**src/rtl/ecc_err_pkg.sv**
```systemverilog
package ecc_err_pkg;
    localparam int REG_AW  = 4;
    localparam int NTYPES  = 2;
    localparam int SBE_IDX = 0;
    localparam int MBE_IDX = 1;

    typedef enum logic [REG_AW-1:0] {
        RA_DETECT  = 4'd0,
        RA_DISABLE = 4'd1,
        RA_IRQEN   = 4'd2,
        RA_SBEMGT  = 4'd3,
        RA_CAP_DHI = 4'd4,
        RA_CAP_DLO = 4'd5,
        RA_CAP_CHK = 4'd6,
        RA_CAP_ALO = 4'd7,
        RA_CAP_AHI = 4'd8,
        RA_INJ_HI  = 4'd9,
        RA_INJ_LO  = 4'd10,
        RA_INJ_CTL = 4'd11
    } reg_sel_e;

    typedef enum logic {
        CAP_ARMED = 1'b0,
        CAP_HELD  = 1'b1
    } cap_state_e;
endpackage

```
**src/rtl/ecc_sbe_counter.sv**
```systemverilog
module ecc_sbe_counter #(
    parameter int THR_W = 8
) (
    input  logic             clk,
    input  logic             rst_n,
    input  logic             hit,
    input  logic             clear,
    input  logic [THR_W-1:0] thr,
    output logic [THR_W-1:0] cnt,
    output logic             reach
);
    logic [THR_W:0] inc;

    assign inc   = {1'b0, cnt} + 1'b1;
    // a zero threshold compares as already reached, i.e. behaves as one
    assign reach = hit && (inc >= {1'b0, thr});

    always_ff @(posedge clk or negedge rst_n) begin
        if (!rst_n)
            cnt <= '0;
        else if (clear)
            cnt <= '0;
        else if (hit)
            cnt <= reach ? '0 : inc[THR_W-1:0];
    end
endmodule

```
**src/rtl/ecc_capture_fsm.sv**
```systemverilog
module ecc_capture_fsm
    import ecc_err_pkg::*;
#(
    parameter int ADDR_W = 40,
    parameter int DATA_W = 64,
    parameter int CHK_W  = 16
) (
    input  logic              clk,
    input  logic              rst_n,
    input  logic              flag_set,
    input  logic              det_any,
    input  logic              bus32,
    input  logic [ADDR_W-1:0] err_addr,
    input  logic [DATA_W-1:0] err_data,
    input  logic [CHK_W-1:0]  err_check,
    output cap_state_e        state,
    output logic [ADDR_W-1:0] cap_addr,
    output logic [DATA_W-1:0] cap_data,
    output logic [CHK_W-1:0]  cap_check
);
    localparam int HALF = CHK_W / 2;

    cap_state_e       nxt;
    logic             take;
    logic [CHK_W-1:0] chk_sel;

    assign chk_sel = bus32 ? err_check
                           : {{(CHK_W-HALF){1'b0}}, err_check[HALF-1:0]};
    assign take = flag_set && (state == CAP_ARMED || !det_any);

    always_comb begin
        nxt = state;
        unique case (state)
            CAP_ARMED: if (flag_set) nxt = CAP_HELD;                 // ARM_TO_HELD
            CAP_HELD:  if (!det_any && !flag_set) nxt = CAP_ARMED;   // HELD_TO_ARMED
            default:   nxt = CAP_ARMED;
        endcase
    end

    always_ff @(posedge clk or negedge rst_n) begin
        if (!rst_n) state <= CAP_ARMED;
        else        state <= nxt;
    end

    always_ff @(posedge clk or negedge rst_n) begin
        if (!rst_n) begin
            cap_addr  <= '0;
            cap_data  <= '0;
            cap_check <= '0;
        end else if (take) begin
            cap_addr  <= err_addr;
            cap_data  <= err_data;
            cap_check <= chk_sel;
        end
    end
endmodule

```
**src/rtl/ecc_inject.sv**
```systemverilog
module ecc_inject #(
    parameter int DATA_W = 64,
    parameter int CHK_W  = 16
) (
    input  logic              en,
    input  logic [DATA_W-1:0] mask_data,
    input  logic [CHK_W-1:0]  mask_check,
    input  logic [DATA_W-1:0] data_in,
    input  logic [CHK_W-1:0]  check_in,
    output logic [DATA_W-1:0] data_out,
    output logic [CHK_W-1:0]  check_out
);
    assign data_out  = data_in  ^ (mask_data  & {DATA_W{en}});
    assign check_out = check_in ^ (mask_check & {CHK_W{en}});
endmodule

```
**src/rtl/ecc_err_regs.sv**
```systemverilog
module ecc_err_regs
    import ecc_err_pkg::*;
#(
    parameter int ADDR_W = 40,
    parameter int THR_W  = 8
) (
    input  logic              clk,
    input  logic              rst_n,
    input  logic              reg_wr,
    input  logic [3:0]        reg_addr,
    input  logic [31:0]       reg_wdata,
    output logic [31:0]       reg_rdata,
    input  logic              err_sbe,
    input  logic              err_mbe,
    input  logic [ADDR_W-1:0] err_addr,
    input  logic [63:0]       err_data,
    input  logic [15:0]       err_check,
    input  logic              bus32,
    input  logic [63:0]       wr_data_in,
    input  logic [15:0]       wr_check_in,
    output logic [63:0]       wr_data_out,
    output logic [15:0]       wr_check_out,
    output logic              irq
);
    localparam int DATA_W = 64;
    localparam int CHK_W  = 16;
    localparam int WORD   = 32;
    localparam int EXT_W  = ADDR_W - WORD;
    localparam int THR_LO = 16;
    localparam int INJ_EN = CHK_W;

    logic [NTYPES-1:0] det_q, dis_q, ien_q, set_v, clr_v, raw_v;
    logic [THR_W-1:0]  thr_q, sbe_cnt;
    logic [WORD-1:0]   inj_hi_q, inj_lo_q;
    logic [CHK_W-1:0]  inj_chk_q;
    logic              inj_en_q, sbe_reach, mgt_wr;
    cap_state_e        cap_state;
    logic [ADDR_W-1:0] cap_addr;
    logic [DATA_W-1:0] cap_data;
    logic [CHK_W-1:0]  cap_check;

    assign mgt_wr = reg_wr && (reg_addr == RA_SBEMGT);
    assign clr_v  = (reg_wr && reg_addr == RA_DETECT) ? reg_wdata[NTYPES-1:0] : '0;
    assign raw_v[SBE_IDX] = err_sbe;
    assign raw_v[MBE_IDX] = err_mbe;

    ecc_sbe_counter #(.THR_W(THR_W)) u_cnt (
        .clk(clk), .rst_n(rst_n), .hit(err_sbe && !dis_q[SBE_IDX]),
        .clear(mgt_wr), .thr(thr_q), .cnt(sbe_cnt), .reach(sbe_reach)
    );

    genvar t;
    generate
        for (t = 0; t < NTYPES; t++) begin : g_type
            if (t == SBE_IDX) begin : g_thr
                assign set_v[t] = sbe_reach;
            end else begin : g_direct
                assign set_v[t] = raw_v[t] && !dis_q[t];
            end
            always_ff @(posedge clk or negedge rst_n) begin
                if (!rst_n) det_q[t] <= 1'b0;
                else        det_q[t] <= set_v[t] | (det_q[t] & ~clr_v[t]);
            end
        end
    endgenerate

    always_ff @(posedge clk or negedge rst_n) begin
        if (!rst_n) begin
            dis_q     <= '0;
            ien_q     <= '0;
            thr_q     <= '0;
            inj_hi_q  <= '0;
            inj_lo_q  <= '0;
            inj_chk_q <= '0;
            inj_en_q  <= 1'b0;
        end else if (reg_wr) begin
            case (reg_addr)
                RA_DISABLE: dis_q    <= reg_wdata[NTYPES-1:0];
                RA_IRQEN:   ien_q    <= reg_wdata[NTYPES-1:0];
                RA_SBEMGT:  thr_q    <= reg_wdata[THR_LO +: THR_W];
                RA_INJ_HI:  inj_hi_q <= reg_wdata;
                RA_INJ_LO:  inj_lo_q <= reg_wdata;
                RA_INJ_CTL: begin
                    inj_chk_q <= reg_wdata[CHK_W-1:0];
                    inj_en_q  <= reg_wdata[INJ_EN];
                end
                default: ;
            endcase
        end
    end

    ecc_capture_fsm #(.ADDR_W(ADDR_W), .DATA_W(DATA_W), .CHK_W(CHK_W)) u_cap (
        .clk(clk), .rst_n(rst_n), .flag_set(|set_v), .det_any(|det_q),
        .bus32(bus32), .err_addr(err_addr), .err_data(err_data),
        .err_check(err_check), .state(cap_state), .cap_addr(cap_addr),
        .cap_data(cap_data), .cap_check(cap_check)
    );

    ecc_inject #(.DATA_W(DATA_W), .CHK_W(CHK_W)) u_inj (
        .en(inj_en_q), .mask_data({inj_hi_q, inj_lo_q}), .mask_check(inj_chk_q),
        .data_in(wr_data_in), .check_in(wr_check_in),
        .data_out(wr_data_out), .check_out(wr_check_out)
    );

    assign irq = |(det_q & ien_q);

    always_comb begin
        reg_rdata = '0;
        case (reg_addr)
            RA_DETECT:  reg_rdata[NTYPES-1:0] = det_q;
            RA_DISABLE: reg_rdata[NTYPES-1:0] = dis_q;
            RA_IRQEN:   reg_rdata[NTYPES-1:0] = ien_q;
            RA_SBEMGT: begin
                reg_rdata[THR_LO +: THR_W] = thr_q;
                reg_rdata[THR_W-1:0]       = sbe_cnt;
            end
            RA_CAP_DHI: reg_rdata = cap_data[DATA_W-1:WORD];
            RA_CAP_DLO: reg_rdata = cap_data[WORD-1:0];
            RA_CAP_CHK: reg_rdata[CHK_W-1:0] = cap_check;
            RA_CAP_ALO: reg_rdata = cap_addr[WORD-1:0];
            RA_CAP_AHI: reg_rdata[EXT_W-1:0] = cap_addr[ADDR_W-1:WORD];
            RA_INJ_HI:  reg_rdata = inj_hi_q;
            RA_INJ_LO:  reg_rdata = inj_lo_q;
            RA_INJ_CTL: reg_rdata[INJ_EN:0] = {inj_en_q, inj_chk_q};
            default:    reg_rdata = '0;
        endcase
    end
endmodule

```
**config.mk**
```make
export PLATFORM = sky130hd
export DESIGN_NAME = ecc_err_regs
export DESIGN_NICKNAME = d
export VERILOG_FILES = /design/src/rtl/ecc_err_pkg.sv /design/src/rtl/ecc_sbe_counter.sv /design/src/rtl/ecc_capture_fsm.sv /design/src/rtl/ecc_inject.sv /design/src/rtl/ecc_err_regs.sv
export SDC_FILE = /design/constraint.sdc
export NUM_CORES = 1
export LEC_CHECK = 0
export BUFFER_PORTS_ARGS = -buffer_cell sky130_fd_sc_hd__buf_2
export CAP_MARGIN = 10
export CORE_UTILIZATION = 49
export CTS_CLUSTER_DIAMETER = 150
export CTS_CLUSTER_SIZE = 12
export DETAILED_ROUTE_END_ITERATION = 8
export GPL_TIMING_DRIVEN = 0
export PLACE_DENSITY = 0.78
export SYNTH_ARGS = -nofsm -noshare
export SYNTH_HDL_FRONTEND = slang
export SYNTH_SLANG_ARGS = --single-unit
```
**constraint.sdc**
```tcl
create_clock -name clk -period 3.1 [get_ports clk]
set_clock_uncertainty 0.15 [all_clocks]
set_input_delay 0.155 -clock clk [delete_from_list [all_inputs] [get_ports clk]]
set_output_delay 0.155 -clock clk [all_outputs]
set_load 0.005 [all_outputs]
```
[Yosys cells after proc, flatten, opt, wreduce, memory -nomap -nowiden]
Cells that the tools add are included.
Widths: inputs -> output; s select.
Operators by class
  bitwise gates (word level): 12
  magnitude comparators: 1
  eq/ne operators: 11
  mux-type cells: 14
  $add $sub $neg: 1
  reduce and logical (&&, ||, !) cells: 23
Operator list (number)
  $and 64x64->64: 1
  $xor 64x64->64: 1
  $pmux 8 s7: 1
  $pmux 6 s9: 1
  $pmux 7 s6: 1
  $pmux 8 s5: 1
  $mux 8: 3
  $pmux 2 s12: 1
  $and 16x16->16: 1
  $eq 4x3->1 const B: 4
  $eq 4x4->1 const B: 4
  $mux 16: 1
  $xor 16x16->16: 1
  $reduce_and 2->1: 6
  $add 8x1->9 const B: 1
  $ge 9x8->1: 1
  $eq 4x2->1 const B: 2
  $logic_and 1x1->1: 7
  $pmux 1 s7: 1
  $reduce_or 2->1: 3
  $eq 4x1->1 const B: 1
  $logic_not 1->1: 4
  $logic_not 4->1: 1
  $not 1->1: 3
  other kinds (8): 11
Storage, ports and cells
  input port bits: 242
  logic and storage cells: 76
  output and inout port bits: 113
  register bits after elaboration: 224

[Longest topological paths before layout]
  word-level depth: 8
  gate-level depth with buffers: 13
  depth with buffers taken out: 10

[Modules after synthesis]
A second synthesis with hierarchy kept.
Unflattened totals
  cell total of the unflattened synthesis: 976
  area, all modules: 12349.3 sq um
By module, submodules not included
  ecc_err_regs: area an instance 5440.2 sq um, cells each 450, instances 1
  ecc_capture_fsm: area an instance 5039.8 sq um, cells each 273, instances 1
  ecc_inject: area an instance 1102.3 sq um, cells each 169, instances 1
  ecc_sbe_counter: area an instance 767.0 sq um, cells each 84, instances 1

[Worst setup path before layout]
OpenSTA, ideal clock, no wires.
  kind: register to register
  from: reg u_cnt.cnt[0]
  to: reg u_cap.cap_check[0]
  arrival: 2.634 ns
  path slack: 0.182 ns
  stages on the path, launching flop included: 14
  library setup time: 0.134 ns
  path buffers: 3
  period minus slack after synthesis: 2.918 ns
  cell sequence: dfrtp_1 ha_1 nand3_1 nor2_1 xnor2_1 ha_1 and3_1 a221o_1 a21oi_1 and2_1 buf_2 buf_6 buf_6 o211ai_2
Between the ends
  cells in the longest elaborated chain, start to end: 5
Ends and longest elaborated chain
  from (decl): RTL line ecc_sbe_counter.sv:9  | output logic [THR_W-1:0] cnt,
  from (signal assigned): RTL line ecc_sbe_counter.sv:24  | cnt <= reach ? '0 : inc[THR_W-1:0];
  $add 8x1->9: RTL line ecc_sbe_counter.sv:14  | assign inc = {1'b0, cnt} + 1'b1;
  $ge 9x8->1: RTL line ecc_sbe_counter.sv:16  | assign reach = hit && (inc >= {1'b0, thr});
  $logic_and 1x1->1: RTL line ecc_sbe_counter.sv:16
  $reduce_or 2->1: RTL line ecc_err_regs.sv:93  | .clk(clk), .rst_n(rst_n), .flag_set(|set_v), .det_any(|det_q),
  $logic_and 1x1->1: RTL line ecc_capture_fsm.sv:29  | assign take = flag_set && (state == CAP_ARMED || !det_any);
  to (signal assigned): RTL line ecc_capture_fsm.sv:53  | cap_check <= chk_sel;
  to (decl): RTL line ecc_capture_fsm.sv:19  | output logic [CHK_W-1:0] cap_check
Every way passes these cells.
A chain may end at the register's enable or synchronous reset.

[Worst setup path in the final report]
  from: in reg_addr[3]
  to: out reg_rdata[31]
Between the ends
  cells in the longest elaborated chain, start to end: 2
  elaborated cells on any way between the ends: 6
  classes of those cells: eq/ne: 5; mux: 1
Ends and longest elaborated chain
  from (decl): RTL line ecc_err_regs.sv:10  | input logic [3:0] reg_addr,
  $eq 4x4->1 or $eq 4x3->1 (tied branches): RTL line ecc_err_regs.sv:109  | case (reg_addr)
  $pmux 8 s5 (*): RTL line ecc_err_regs.sv:109
  to (decl): RTL line ecc_err_regs.sv:12  | output logic [31:0] reg_rdata,
Every way passes the cells marked *; elsewhere a longest branch is shown, timed or not.

==> flow_summary.yaml <==
logic_synthesis:
  synth_area_um2: 13800
  synth_enable_flop_cells: 0
  synth_warnings: 0
  post-synth-top-count-cell: "nand2_1"
  synth_top_area_share_pct: 40.7
  synth.net_count: 1674
  synth_top_area_cell: "dfrtp_1"
  ys_ff_latch: 224
  avgSynthCellArea_um2: 9.71
  yosysSeqAreaShare_pct: 40.7
  yosys-top-cells-count: "nand2_1 (240), dfrtp_1 (224), a22oi_1 (180)"
  synthArstFlopShare_pct: 100
  synth_ff_type: "dfrtp_1"
  synth_cell_types: 52
  synthTopCellsByArea: "dfrtp_1 (41%), a22oi_1 (9.8%), mux2_2 (7.5%)"
  synth_cells: 1419
cts:
  cts_root_buf: "clkbuf_16"
  clk_latency_ps: 530
  cts_tree: "built"
  clock_sinks: 224
  cts_buffer_depth: 3
  numCtsBuffers: 22
  clk_pin_slew_ps: 60
  h-tree-depth: 1
timing:
  holdWs_ps: -1.27
  drv_slew: 0
  relSlewSlack_pct: 41.5
  hold_viol: 1
  rsz0062_at_grt: "true"
  setup_tns_ps: -18.2
  fin_crit_sh_pct: 101
  finalWorstSetupSlack_ps: -18.2
  fmax_mhz: 321
  setup_violations: 1
  worstMarginPinSlew_ps: 874
  period_needed_ps: 3120
global_routing:
  grt_antenna_before_repair: 3
  grt_max_degree: 83
  gr-total-overflow: 0
  grt_pass1_wl_um: 84300
  track_usage_pct: 38.5
  first_global_vias: 14700
setup_path:
  timing.critical_path.to_type: "output port"
  worstReg2RegStart: "u_cnt.cnt[1]"
  r2r_cells: 13
  critical-path-max-stage-delay_ps: 600
  worst_ep_arrival_time_ps: 2810
  r2r-end: "u_cap.cap_check[5]"
  cp.required_ps: 2790
  critPathSlowestCell: "clkbuf_1"
  cpMostUsedCell: "clkbuf_1"
  start_kind: "input pin"
  rrSetupSlack_ps: 20
  worst-setup-path-type: "in2out"
  path_cells: "buf_2, inv_1, ha_1, clkbuf_1, and3_1, clkbuf_1, clkbuf_1, a22oi_1, nand3_1, buf_2"
  crit_fanout: 10
  crit_family: "buffers and inverters"
  critical_path_buf_inv_count: 6
route:
  drc: 0
  ant_nets: 0
  num_vias: 15000
  drt_first_iter_violations: 1753
  detail_route.vias_per_cell: 6.41
  drt-total-wl_um: 56900
  dr.pass1.iters: 6
  avgRoutedWirePerCell_um: 24.3
finish:
  syn2layout_area_growth_pct: 34.8
  final_cell_area_um2: 18600
  final_layout_size_suffix_gt1_share_pct: 32.3
  final_nets: 2214
  finalCoreUtilization_pct: 67.1
floorplanning:
  die_h_um: 170
  num_io_pins: 355
  start_util_pct: 49.7
  core.rowCount: 61
  die-width_um: 170
  core_um2: 27700
  die_area_um2: 28800
pwr:
  intPower_uw: 7090
  power_uw: 11600
  switching_share_pct: 39.0
  power.share.sequential_pct: 32.1
  ir_drop_uv: 382
  p_per_area_nw_per_um2: 625
  clkPwrFrac_pct: 22.1
  power_frac_comb_pct: 45.9
  power_switching_uw: 4520
  total_leakage_power_uw: 0.00832
placed_design:
  io_buffer_count: 351
  place.gp.congestion: 0.978
  hpwl_um: 41100
  dpl_cell_area_um2: 16100
status:
  violations: "negative hold slack, negative setup slack"
  outcome: "finished with violations"
run:
  drv_cap: 0
worst_hold_path:
  hp-class: "in2async"
## worst reg2reg max path: cells and delay by family, from the launching register on
kind                     cells  cell delay [ps]
buffers and inverters        4              600
AO/OA/AOI/OAI                3              640
XOR/XNOR                     1              130
AND/OR/NAND/NOR              4              760
flip-flops                   1              410
adder cells (fa/ha/maj)      1              270
## per-layer routing
| layer | wire, um | GRT usage, % |
|---|---|---|
| met1 | 21400 | 49.1 |
| met2 | 26400 | 61.8 |
| met3 | 5610 | 6.62 |
| met4 | 3470 | 21.7 |
| met5 | 13 | 0 |
## logic make-up (layout without fill, tap and decap cells)
family | count (synthesis) | in the layout | share of synthesized area, %
AOI/OAI and AO/OA | 372 | 372 | 23.1
xor gates and xnor gates | 86 | 86 | 5.47
adders and majority gates | 13 | 13 | 1.18
buffers and inverters | 164 | 704 | 5.29
DFF | 224 | 224 | 40.7
muxes | 102 | 102 | 8.52
other | 0 | 2 | 0
and+or+nand+nor | 458 | 458 | 15.8
## cell type report
| class | instances | area, um2 |
|---|---|---|
| antenna | 2 | 5.00 |
| clock inverter | 1 | 30.0 |
| timing repair buffer | 517 | 3540 |
| fill | 2194 | 9130 |
| clock buffer | 23 | 576 |
| tap | 378 | 473 |
| multi-input combinational | 1031 | 7490 |
| inverter | 15 | 56.3 |
| sequential | 224 | 5610 |
| buffer | 148 | 797 |
## what timing repair did
item,CTS,global route
pin swaps,0,44
hold endpoints to repair,357,0
cloned,0,5
hold buffers,153,0
setup buffers,4,2
endpoints found under the setup margin,141,140
resized for setup,25,46
## registers in the layout, indices dropped and copies added (netlist names)
signal / cells
inj_lo_q: 32
u_cnt.cnt: 8
u_cap.cap_check: 16
inj_en_q: 1
u_cap.cap_data: 64
thr_q: 8
dis_q: 2
inj_chk_q: 16
det_q: 2
u_cap.state: 1
ien_q: 2
inj_hi_q: 32
u_cap.cap_addr: 40
## worst max-delay path by stage
stage / end / slack, ps / start / depth (start not counted)
global placement: inj_hi_q[21] / -2280 / rst_n / 1
detailed placement: u_cap.cap_addr[21] / -420 / u_cnt.cnt[0] / 11
global route: u_cap.cap_check[1] / -70 / u_cnt.cnt[1] / 12
finish: reg_rdata[31] / -20 / reg_addr[3] / 10
floorplan: u_cap.cap_check[0] / 180 / u_cnt.cnt[0] / 13
CTS: u_cap.cap_addr[21] / 30 / u_cnt.cnt[2] / 12
## per-stage QoR
| step | std cells | hold slack, ps | setup WS (ps) |
|---|---|---|---|
| 6_report | 2339 | -1.27 | -18.2 |
| 3_5_place_dp | 2150 | -19.3 | -416 |
| 3_3_place_gp | 2148 | 242 | -2280 |
| 2_1_floorplan | 1419 | -291 | 182 |
| 4_1_cts | 2330 | 0.763 | 33.6 |
| 5_1_grt | 2339 | 40.8 | -71.3 |
## power groups by stage
stage	Combinational [uW]	Clock (uW)	Sequential [uW]
after floorplan	3000	0	3590
after global placement	4250	0	3720
after detailed placement	4380	0	3740
after CTS	4700	2550	3700
after global routing	5680	2650	3760
final	5320	2560	3720
## cell usage in the layout, fill, tap and decap left out, drive strengths merged, types with 9 or more instances in the layout
cell,instances
xnor2,84
a22oi,180
a32oi,9
o21ai,15
nor2,20
a22o,12
dfrtp,224
buf,399
o211ai,124
nand3,39
mux2,92
inv,15
ha,13
nand4,133
dlygate4sd3,153
nand2,241
clkbuf,136
Note: power is estimated with default switching activity, not from simulation.
